[config.mk]
export PLATFORM = sky130hd
export DESIGN_NAME = pio_byte_port
export DESIGN_NICKNAME = d
export VERILOG_FILES = /design/src/rtl/pio_pkg.sv /design/src/rtl/pio_rst_sync.sv /design/src/rtl/pio_cap_track.sv /design/src/rtl/pio_play_lane.sv /design/src/rtl/pio_play_track.sv /design/src/rtl/pio_byte_port.sv
export SDC_FILE = /design/constraint.sdc
export NUM_CORES = 1
export LEC_CHECK = 0
export ABC_AREA = 1
export BUFFER_PORTS_ARGS = -buffer_cell sky130_fd_sc_hd__buf_2
export CORE_MARGIN = 4
export CORE_UTILIZATION = 57
export DETAILED_ROUTE_END_ITERATION = 10
export GPL_TIMING_DRIVEN = 0
export HOLD_SLACK_MARGIN = 0.08
export PLACE_DENSITY = 0.85
export SKIP_LAST_GASP = 1
export SLEW_MARGIN = 15
export SYNTH_ARGS = -nofsm -noshare
export SYNTH_HDL_FRONTEND = slang
export SYNTH_SLANG_ARGS = --single-unit
[constraint.sdc]
create_clock -name clk -period 6.78 [get_ports clk]
set_clock_uncertainty 0.15 [all_clocks]
set_input_delay 0.678 -clock clk [delete_from_list [all_inputs] [get_ports clk]]
set_output_delay 0.678 -clock clk [all_outputs]
set_load 0.05 [all_outputs]
[src/rtl/pio_pkg.sv]
`timescale 1ns/1ps
package pio_pkg;
  localparam int BYTE_W    = 8;
  localparam int MAX_BYTES = 4;
  localparam int CNT_W     = $clog2(MAX_BYTES + 1);

  typedef enum logic [1:0] {
    FMT_8_MONO    = 2'd0,
    FMT_8_STEREO  = 2'd1,
    FMT_16_MONO   = 2'd2,
    FMT_16_STEREO = 2'd3
  } fmt_e;

  // bytes per sample for a format code
  function automatic logic [CNT_W-1:0] bytes_per(input logic [1:0] code);
    logic [CNT_W-1:0] n;
    case (fmt_e'(code))
      FMT_8_MONO:    n = CNT_W'(1);
      FMT_8_STEREO:  n = CNT_W'(2);
      FMT_16_MONO:   n = CNT_W'(2);
      default:       n = CNT_W'(4);
    endcase
    return n;
  endfunction
endpackage

[src/rtl/pio_rst_sync.sv]
`timescale 1ns/1ps
module pio_rst_sync #(
  parameter int STAGES = 2
) (
  input  logic clk,
  input  logic rst_n,
  output logic rst_n_sync
);
  logic [STAGES-1:0] shift_q;
  logic [STAGES-1:0] shift_d;

  always_comb shift_d = {shift_q[STAGES-2:0], 1'b1};

  always_ff @(posedge clk or negedge rst_n) begin
    if (!rst_n) shift_q <= '0;
    else        shift_q <= shift_d;
  end

  assign rst_n_sync = shift_q[STAGES-1];
endmodule

[src/rtl/pio_cap_track.sv]
`timescale 1ns/1ps
module pio_cap_track #(
  parameter int BYTE_W    = pio_pkg::BYTE_W,
  parameter int MAX_BYTES = pio_pkg::MAX_BYTES
) (
  input  logic                          clk,
  input  logic                          rst_n,
  input  logic [pio_pkg::CNT_W-1:0]     nbytes,
  input  logic                          rd_stb,
  input  logic                          smp_stb,
  input  logic [MAX_BYTES*BYTE_W-1:0]   smp_word,
  input  logic                          flag_clr,
  output logic [BYTE_W-1:0]             rd_byte,
  output logic [((MAX_BYTES>1)?$clog2(MAX_BYTES):1)-1:0] pos,
  output logic                          overrun
);
  localparam int CNT_W = pio_pkg::CNT_W;
  localparam int PTR_W = (MAX_BYTES > 1) ? $clog2(MAX_BYTES) : 1;

  logic [MAX_BYTES-1:0][BYTE_W-1:0] hold_q;
  logic [PTR_W-1:0] ptr_q, ptr_d;
  logic             pend_q, pend_d;
  logic             ovr_q, ovr_d;
  logic [CNT_W-1:0] last_c;
  logic             at_last, rd_last;
  logic [PTR_W-1:0] lane_sel;

  always_comb begin
    last_c   = nbytes - CNT_W'(1);
    at_last  = CNT_W'(ptr_q) >= last_c;
    rd_last  = rd_stb && at_last;
    lane_sel = at_last ? '0 : PTR_W'(last_c - CNT_W'(ptr_q));
    ptr_d    = ptr_q;
    pend_d   = pend_q;
    ovr_d    = ovr_q && !flag_clr;
    if (smp_stb) begin
      ptr_d  = '0;
      pend_d = 1'b1;
      if (pend_q && !rd_last) ovr_d = 1'b1;
    end else if (rd_stb) begin
      if (!at_last) ptr_d = ptr_q + PTR_W'(1);
      if (rd_last)  pend_d = 1'b0;
    end
  end

  always_ff @(posedge clk or negedge rst_n) begin
    if (!rst_n) begin
      ptr_q  <= '0;
      pend_q <= 1'b0;
      ovr_q  <= 1'b0;
    end else begin
      ptr_q  <= ptr_d;
      pend_q <= pend_d;
      ovr_q  <= ovr_d;
    end
  end

  // sample holding register, enabled by the converter strobe only
  always_ff @(posedge clk or negedge rst_n) begin
    if (!rst_n)       hold_q <= '0;
    else if (smp_stb) hold_q <= smp_word;
  end

  assign rd_byte = hold_q[lane_sel];
  assign pos     = ptr_q;
  assign overrun = ovr_q;
endmodule

[src/rtl/pio_play_lane.sv]
`timescale 1ns/1ps
module pio_play_lane #(
  parameter int BYTE_W = pio_pkg::BYTE_W
) (
  input  logic              clk,
  input  logic              rst_n,
  input  logic              load,
  input  logic              clr,
  input  logic [BYTE_W-1:0] din,
  output logic [BYTE_W-1:0] q
);
  logic [BYTE_W-1:0] q_d;
  logic              en;

  always_comb begin
    en  = load || clr;
    q_d = load ? din : '0;
  end

  always_ff @(posedge clk or negedge rst_n) begin
    if (!rst_n)  q <= '0;
    else if (en) q <= q_d;
  end
endmodule

[src/rtl/pio_play_track.sv]
`timescale 1ns/1ps
module pio_play_track #(
  parameter int BYTE_W    = pio_pkg::BYTE_W,
  parameter int MAX_BYTES = pio_pkg::MAX_BYTES
) (
  input  logic                        clk,
  input  logic                        rst_n,
  input  logic [pio_pkg::CNT_W-1:0]   nbytes,
  input  logic                        wr_stb,
  input  logic [BYTE_W-1:0]           wr_byte,
  input  logic                        take,
  input  logic                        flag_clr,
  output logic [MAX_BYTES*BYTE_W-1:0] word,
  output logic                        valid,
  output logic [pio_pkg::CNT_W-1:0]   pos,
  output logic                        underrun
);
  localparam int CNT_W = pio_pkg::CNT_W;

  logic [CNT_W-1:0] ptr_q, ptr_d, ptr_eff, lane_idx;
  logic             val_q, val_d;
  logic             unr_q, unr_d;
  logic             wr_ok;

  always_comb begin
    ptr_eff  = take ? '0 : ptr_q;
    wr_ok    = wr_stb && (ptr_eff < nbytes);
    lane_idx = nbytes - CNT_W'(1) - ptr_eff;
    ptr_d    = ptr_eff + CNT_W'(wr_ok);
    val_d    = val_q && !take;
    if (wr_ok && ((ptr_eff + CNT_W'(1)) == nbytes)) val_d = 1'b1;
    unr_d    = (unr_q && !flag_clr) || (take && !val_q);
  end

  always_ff @(posedge clk or negedge rst_n) begin
    if (!rst_n) begin
      ptr_q <= '0;
      val_q <= 1'b0;
      unr_q <= 1'b0;
    end else begin
      ptr_q <= ptr_d;
      val_q <= val_d;
      unr_q <= unr_d;
    end
  end

  for (genvar i = 0; i < MAX_BYTES; i++) begin : g_lane
    pio_play_lane #(.BYTE_W(BYTE_W)) u_lane (
      .clk  (clk),
      .rst_n(rst_n),
      .load (wr_ok && (lane_idx == CNT_W'(i))),
      .clr  (take),
      .din  (wr_byte),
      .q    (word[i*BYTE_W +: BYTE_W])
    );
  end

  assign valid    = val_q;
  assign pos      = ptr_q;
  assign underrun = unr_q;
endmodule

[src/rtl/pio_byte_port.sv]
`timescale 1ns/1ps
module pio_byte_port #(
  parameter int          BYTE_W    = pio_pkg::BYTE_W,
  parameter int          MAX_BYTES = pio_pkg::MAX_BYTES,
  parameter logic [7:0]  INIT_FILL = 8'h80
) (
  input  logic                        clk,
  input  logic                        rst_n,
  input  logic [1:0]                  fmt,
  input  logic                        init_busy,
  input  logic                        bus_sel,
  input  logic                        bus_we,
  input  logic [BYTE_W-1:0]           bus_wdata,
  output logic [BYTE_W-1:0]           bus_rdata,
  input  logic                        stat_clr,
  input  logic                        adc_ready,
  input  logic [MAX_BYTES*BYTE_W-1:0] adc_word,
  input  logic                        dac_take,
  output logic [MAX_BYTES*BYTE_W-1:0] play_word,
  output logic                        play_valid,
  output logic [((MAX_BYTES>1)?$clog2(MAX_BYTES):1)-1:0] cap_pos,
  output logic [pio_pkg::CNT_W-1:0]   play_pos,
  output logic                        cap_overrun,
  output logic                        play_underrun
);
  logic                             rst_n_int;
  logic [pio_pkg::CNT_W-1:0]        nbytes;
  logic                             host_rd, host_wr;
  logic [BYTE_W-1:0]                cap_byte;

  pio_rst_sync #(.STAGES(2)) u_rst (
    .clk       (clk),
    .rst_n     (rst_n),
    .rst_n_sync(rst_n_int)
  );

  always_comb begin
    nbytes  = pio_pkg::bytes_per(fmt);
    host_rd = bus_sel && !bus_we && !init_busy;
    host_wr = bus_sel &&  bus_we && !init_busy;
  end

  pio_cap_track #(.BYTE_W(BYTE_W), .MAX_BYTES(MAX_BYTES)) u_cap (
    .clk     (clk),
    .rst_n   (rst_n_int),
    .nbytes  (nbytes),
    .rd_stb  (host_rd),
    .smp_stb (adc_ready),
    .smp_word(adc_word),
    .flag_clr(stat_clr),
    .rd_byte (cap_byte),
    .pos     (cap_pos),
    .overrun (cap_overrun)
  );

  pio_play_track #(.BYTE_W(BYTE_W), .MAX_BYTES(MAX_BYTES)) u_play (
    .clk     (clk),
    .rst_n   (rst_n_int),
    .nbytes  (nbytes),
    .wr_stb  (host_wr),
    .wr_byte (bus_wdata),
    .take    (dac_take),
    .flag_clr(stat_clr),
    .word    (play_word),
    .valid   (play_valid),
    .pos     (play_pos),
    .underrun(play_underrun)
  );

  assign bus_rdata = init_busy ? INIT_FILL[BYTE_W-1:0] : cap_byte;
endmodule

Yosys cells after proc, flatten, opt, wreduce, memory -nomap -nowiden
Index checks and enable logic that the tools add are counted. W data, S select, Z words.

$add $sub $neg: 6. $lt $le $gt $ge: 3. Mux-type cells: 19. Equal/unequal tests: 7. Reductions and logical operators: 34.

Operators by type and width (number): $mux W8 (6); $bmux W8 S2 (1); $logic_and A1 B1 Y1 (16); $mux W2 (4); $eq A3 B2 Y1 const B (2); $logic_not A1 Y1 (6); $mux W1 (6); $pmux W3 S2 (1); $logic_or A1 B1 Y1 (5); $reduce_and A2 Y1 (2); $reduce_bool A2 Y1 (2); $add A3 B1 Y3 (1); $add A3 B1 Y3 const B (1); $eq A3 B1 Y1 const B (1); $eq A3 B3 Y1 (1); $ge A2 B3 Y1 (1); $logic_not A3 Y1 (1); $lt A2 B3 Y1 const B (1); $lt A3 B3 Y1 (1); $mux W3 (1); $sub A3 B1 Y3 const B (1); $sub A3 B3 Y3 (1); $add A2 B1 Y2 const B (1); $eq A2 B1 Y1 const B (1); 5 further kinds (5).

Output and inout bits: 48. Logic and storage cells: 84. Register bits after elaboration: 75. Input port bits: 50.

Logic depth before layout (Yosys ltp)
Word-level depth: 10. Gate-level depth with buffers: 13. Gate-level depth less buffers: 13.

Cells and area by module
From an unflattened synthesis, not the netlist that was laid out.

Cells, all modules: 460. Area total of the unflattened synthesis: 3788.6 um^2.

Modules (own cells, without submodules): pio_cap_track (area an instance 1870.5 um^2, sequential area each 900.9 um^2, times used 1, cells an instance 231); pio_play_lane (area an instance 321.6 um^2, sequential area each 200.2 um^2, times used 4, cells an instance 34); pio_play_track (area an instance 456.7 um^2, sequential area each 125.1 um^2, times used 1, cells an instance 65); pio_byte_port (area an instance 121.4 um^2, sequential area each 0.0 um^2, times used 1, cells an instance 25); pio_rst_sync (area an instance 53.8 um^2, sequential area each 50.0 um^2, times used 1, cells an instance 3).

Worst setup path before layout
No wires, ideal clock.

Kind: input to output. Start: input fmt[0]. End: output bus_rdata[6]. Data required time: 5.952 ns. Path buffers: 1. Slack: 3.138 ns. Data arrival time: 2.814 ns. Stages on the path: 10. Path through: ha_1 inv_2 ha_1 or2_2 nand3_1 nand2_2 buf_2 nor2_1 nand2_1 a21oi_1.

Longest elaborated chain between the ends: 9. Elaborated cells between the ends (all ways): 12. Classes of those cells: add/sub (2); order compare (1); eq/ne (2); mux (5); reduce/logical (2).

RTL lines: from (decl) (RTL line pio_byte_port.sv:9) `input logic [1:0] fmt,`; $eq A2 B2 Y1 or $eq A2 B1 Y1 (tied branches) (RTL line pio_pkg.sv:17) `case (fmt_e'(code))`; $reduce_or A2 Y1 (no source line); $pmux W3 S2 * (RTL line pio_pkg.sv:17); $sub A3 B1 Y3 * (RTL line pio_cap_track.sv:29) `last_c = nbytes - CNT_W'(1);`; $ge A2 B3 Y1 or $sub A2 B2 Y2 (tied branches) (RTL line pio_cap_track.sv:30, pio_cap_track.sv:32); $mux W2 * (RTL line pio_cap_track.sv:32) `lane_sel = at_last ? '0 : PTR_W'(last_c - CNT_W'(ptr_q));`; $bmux W8 S2 * (RTL line pio_cap_track.sv:64) `assign rd_byte = hold_q[lane_sel];`; $mux W8 (not written as such) * (RTL line pio_cap_track.sv:64); $mux W8 * (RTL line pio_byte_port.sv:70) `assign bus_rdata = init_busy ? INIT_FILL[BYTE_W-1:0] : cap_byte;`; to (decl) (RTL line pio_byte_port.sv:14) `output logic [BYTE_W-1:0] bus_rdata,`.

Every way passes the cells marked *; elsewhere a longest branch is shown, timed or not. The select of a mux whose other input is x is not followed.

Worst setup path after layout
Start: input fmt[0]. End: output bus_rdata[1].

The elaborated chain is that of the path after synthesis.

==> results by group <==
Clock tree
  • CTS tree: built
  • # clock sinks: 75
  • Setup Buffers After CTS: 0
  • CTS buffer count: 9
  • Htree depth: 3
  • Clk Latency, worst-skew pair: 0.34 ns
  • Clk root buf: clkbuf_8
  • Clock-pin slew on the worst setup and hold paths: 0.08 ns
  • Post-CTS Resized: 0
  • Clk buf depth: 2
  • Hold buffer count at CTS: 1

Yosys
  • Sequential fraction of the synthesis area: 48.7%
  • Ys Warns: 0
  • Distinct cells, synth: 34
  • #FFs+latches synth: 75
  • Synth Cell Area: 3850 sq um
  • Mapped Nets: 519
  • Top cells by area, synth: dfrtp_1, nand2_1, nand3_1
  • Mapped Avg Cell Area: 8.40 sq um
  • Area fraction of the dominant cell type after synthesis: 48.7%
  • Area leader, netlist: dfrtp_1
  • Cells after synthesis: 459

Finish
  • Fillers: 486
  • Antenna diodes: 0
  • Final non-filler cell total: 650
  • # nets final: 628
  • Register area: 1880 sq um
  • Final Util: 72.6%
  • Area delta synth->final: 21.7%
  • Area of the multi-input gates: 1700 sq um
  • Layout cells sized above 1: 28.3%

Place
  • DP HPWL: 6.96 mm
  • RD Place Congestion: 0.961
  • I/O Buffers: 96
  • Placed Cells: 633

Route
  • Detail Route Antenna Nets: 0
  • DR DRC count: 0
  • Final WL: 9.38 mm
  • Total number of vias: 3392
  • Via/cell ratio: 5.22
  • First-pass iteration count of the detailed router: 5
  • DR WL/cell: 14.4 microns
  • DRT iter0 DRCs: 146

STA
  • Period minus WS final: 3.69 ns
  • Final setup violation count: 0
  • RSZ-0062 raised after global routing: no
  • Fin crit share: 54.4%
  • Measured slew at the worst slew-check pin: 0.567 ns
  • Post-Route Setup TNS: 0 ns
  • Max Freq: 271 MHz
  • Hold Slack: 0.104 ns
  • Slew HR: 62.2%
  • Final Hold Fails: 0
  • Max-slew violation count: 0

Die
  • Die Width: 90.2 microns
  • CORE AREA: 6460 sq um
  • Boundary Pins: 98
  • DIE AREA: 8140 sq um
  • Die Height: 90.2 microns
  • Row Count: 29
  • Starting density of the core: 59.7%

Job
  • Max-Cap Viols: 0

Run status
  • Status: completed

Critical path
  • Endpoint type of the worst setup path: output pin
  • Worst Path Arrival: 2.86 ns
  • Crit path launch type: primary input
  • Crit path max fanout: 10
  • Critical Setup Path Class: primary input to output pin
  • Critical path required time: 5.95 ns

Power and ir drop
  • Worst vdd ir: 130 uV
  • Total power: 1060 uW
  • Leakage power: 0.00263 uW
  • P per Cell Area: 227 nW/um^2

Global routing
  • Total track usage: 24.0%
  • GRT overflow: 0
  • Initial antenna violation count: 0
  • Largest net degree at the start of global routing: 49
  • Vias in the first global route: 3342
  • First-pass GRT wire length: 15.9 mm

Worst hold path
  • Worst hold path type: register to async pin
-- critical path: stages --
cell     delay [ns]
buf_2          0.12
ha_1           0.24
inv_2          0.14
ha_1           0.27
or2_2          0.29
nand3_1        0.11
buf_4          0.19
nand2_2        0.15
nand2_1        0.10
nand3_1        0.08
a21oi_1        0.19
buf_2          0.30
-- per-layer routing --
layer	vias up	share of wire, %	track usage [%]
met3	17	6.3	5.68
met2	122	48	39.2
met4	0	2.1	8.16
met1	1573	44	31.4
li1	1680	-	-
met5	-	0	0
-- metrics by stage --
| step | setup slack [ns] | area (sq um) |
|---|---|---|
| global placement | 3.19 | 4430 |
| global route | 2.97 | 4690 |
| detailed placement | 3.13 | 4460 |
| floorplan | 3.14 | 3850 |
| CTS | 3.13 | 4690 |
| finish | 3.09 | 4690 |
-- power by group --
part | internal (uW) | leakage [uW] | switching, uW
clock network | 208 | 0.000106 | 168
logic | 61.2 | 0.00155 | 144
registers | 470 | 0.000970 | 12.9
total | 739 | 0.00263 | 324
-- synth_stat cells --
cell,number
fa_1,1
o21ai_1,1
nor2_1,22
nor2_2,4
clkbuf_1,8
nand3_1,66
nand2_1,141
ha_1,9
buf_1,1
clkinv_1,1
dfrtp_1,75
conb_1,1
nand2_8,2
nand2_4,2
buf_6,1
buf_4,4
a21oi_1,11
o22ai_1,2
nor2_8,2
clkinv_2,1
or2_2,1
nand2_2,5
inv_1,41
xor2_1,2
xnor2_2,1
nand3_2,16
xnor2_1,1
buf_2,3
a21oi_4,1
buf_8,1
nor3_4,1
inv_2,3
o21ai_0,27
a21boi_2,1
-- final timing paths --
| path | from | endpoint | slack, ns | depth (start not counted) |
|---|---|---|---|---|
| worst min-delay path | u_rst.shift_q[1]$_DFF_PN0_ | u_play.g_lane[0].u_lane.q[4]$_DFFE_PN0P_ | 0.10 | 0 |
| worst min register to register | u_rst.shift_q[1]$_DFF_PN0_ | u_play.g_lane[0].u_lane.q[4]$_DFFE_PN0P_ | 0.10 | 0 |
| max in group asynchronous | u_rst.shift_q[1]$_DFF_PN0_ | u_cap.hold_q[24]$_DFFE_PN0P_ | 5.82 | 1 |
| worst max-delay path | fmt[0] | bus_rdata[1] | 3.09 | 12 |
| worst max register to register | u_play.pos[0]$_DFF_PN0_ | u_play.g_lane[0].u_lane.q[7]$_DFFE_PN0P_ | 4.41 | 12 |
| min in group clk | u_rst.shift_q[0]$_DFF_PN0_ | u_rst.shift_q[1]$_DFF_PN0_ | 0.21 | 0 |
-- cell families after synthesis --
logic type / count (synthesis) / share of synthesized area (%)
xor+xnor: 4 / 1.10
compound gates: 43 / 6.10
flops: 75 / 48.7
fa+ha+maj: 10 / 3.44
other cells: 1 / 0.0973
simple gates: 262 / 33.3
buf+inv: 64 / 7.24
-- final cells by class --
| class | instances | area share (%) |
|---|---|---|
| Clock inverter | 6 | 1.92 |
| Sequential cell | 75 | 40.1 |
| Clock buffer | 10 | 2.72 |
| Multi-Input combinational cell | 320 | 36.2 |
| Tap cell | 77 | 2.05 |
| Buffer | 18 | 2.24 |
| Timing Repair Buffer | 98 | 11.0 |
| Inverter | 46 | 3.71 |
-- layout by cell type, fill, tap and decap left out, types with 9 or more instances in the layout --
master and instances:
clkbuf_1 9, nor2_1 22, a21oi_1 11, o21ai_0 27, dfrtp_1 74, inv_1 41
nand3_1 66, nand2_1 141, ha_1 9, buf_2 99, clkbuf_8 9, nand3_2 16
-- registers in the layout, indices dropped and copies added (netlist names) --
register                count
u_cap.pos                   2
u_cap.overrun               1
u_play.g_lane.u_lane.q     32
u_play.pos                  3
u_cap.pend_q                1
u_play.underrun             1
u_play.valid                1
u_cap.hold_q               32
u_rst.shift_q               2
Power figures use the tool's default switching activity.
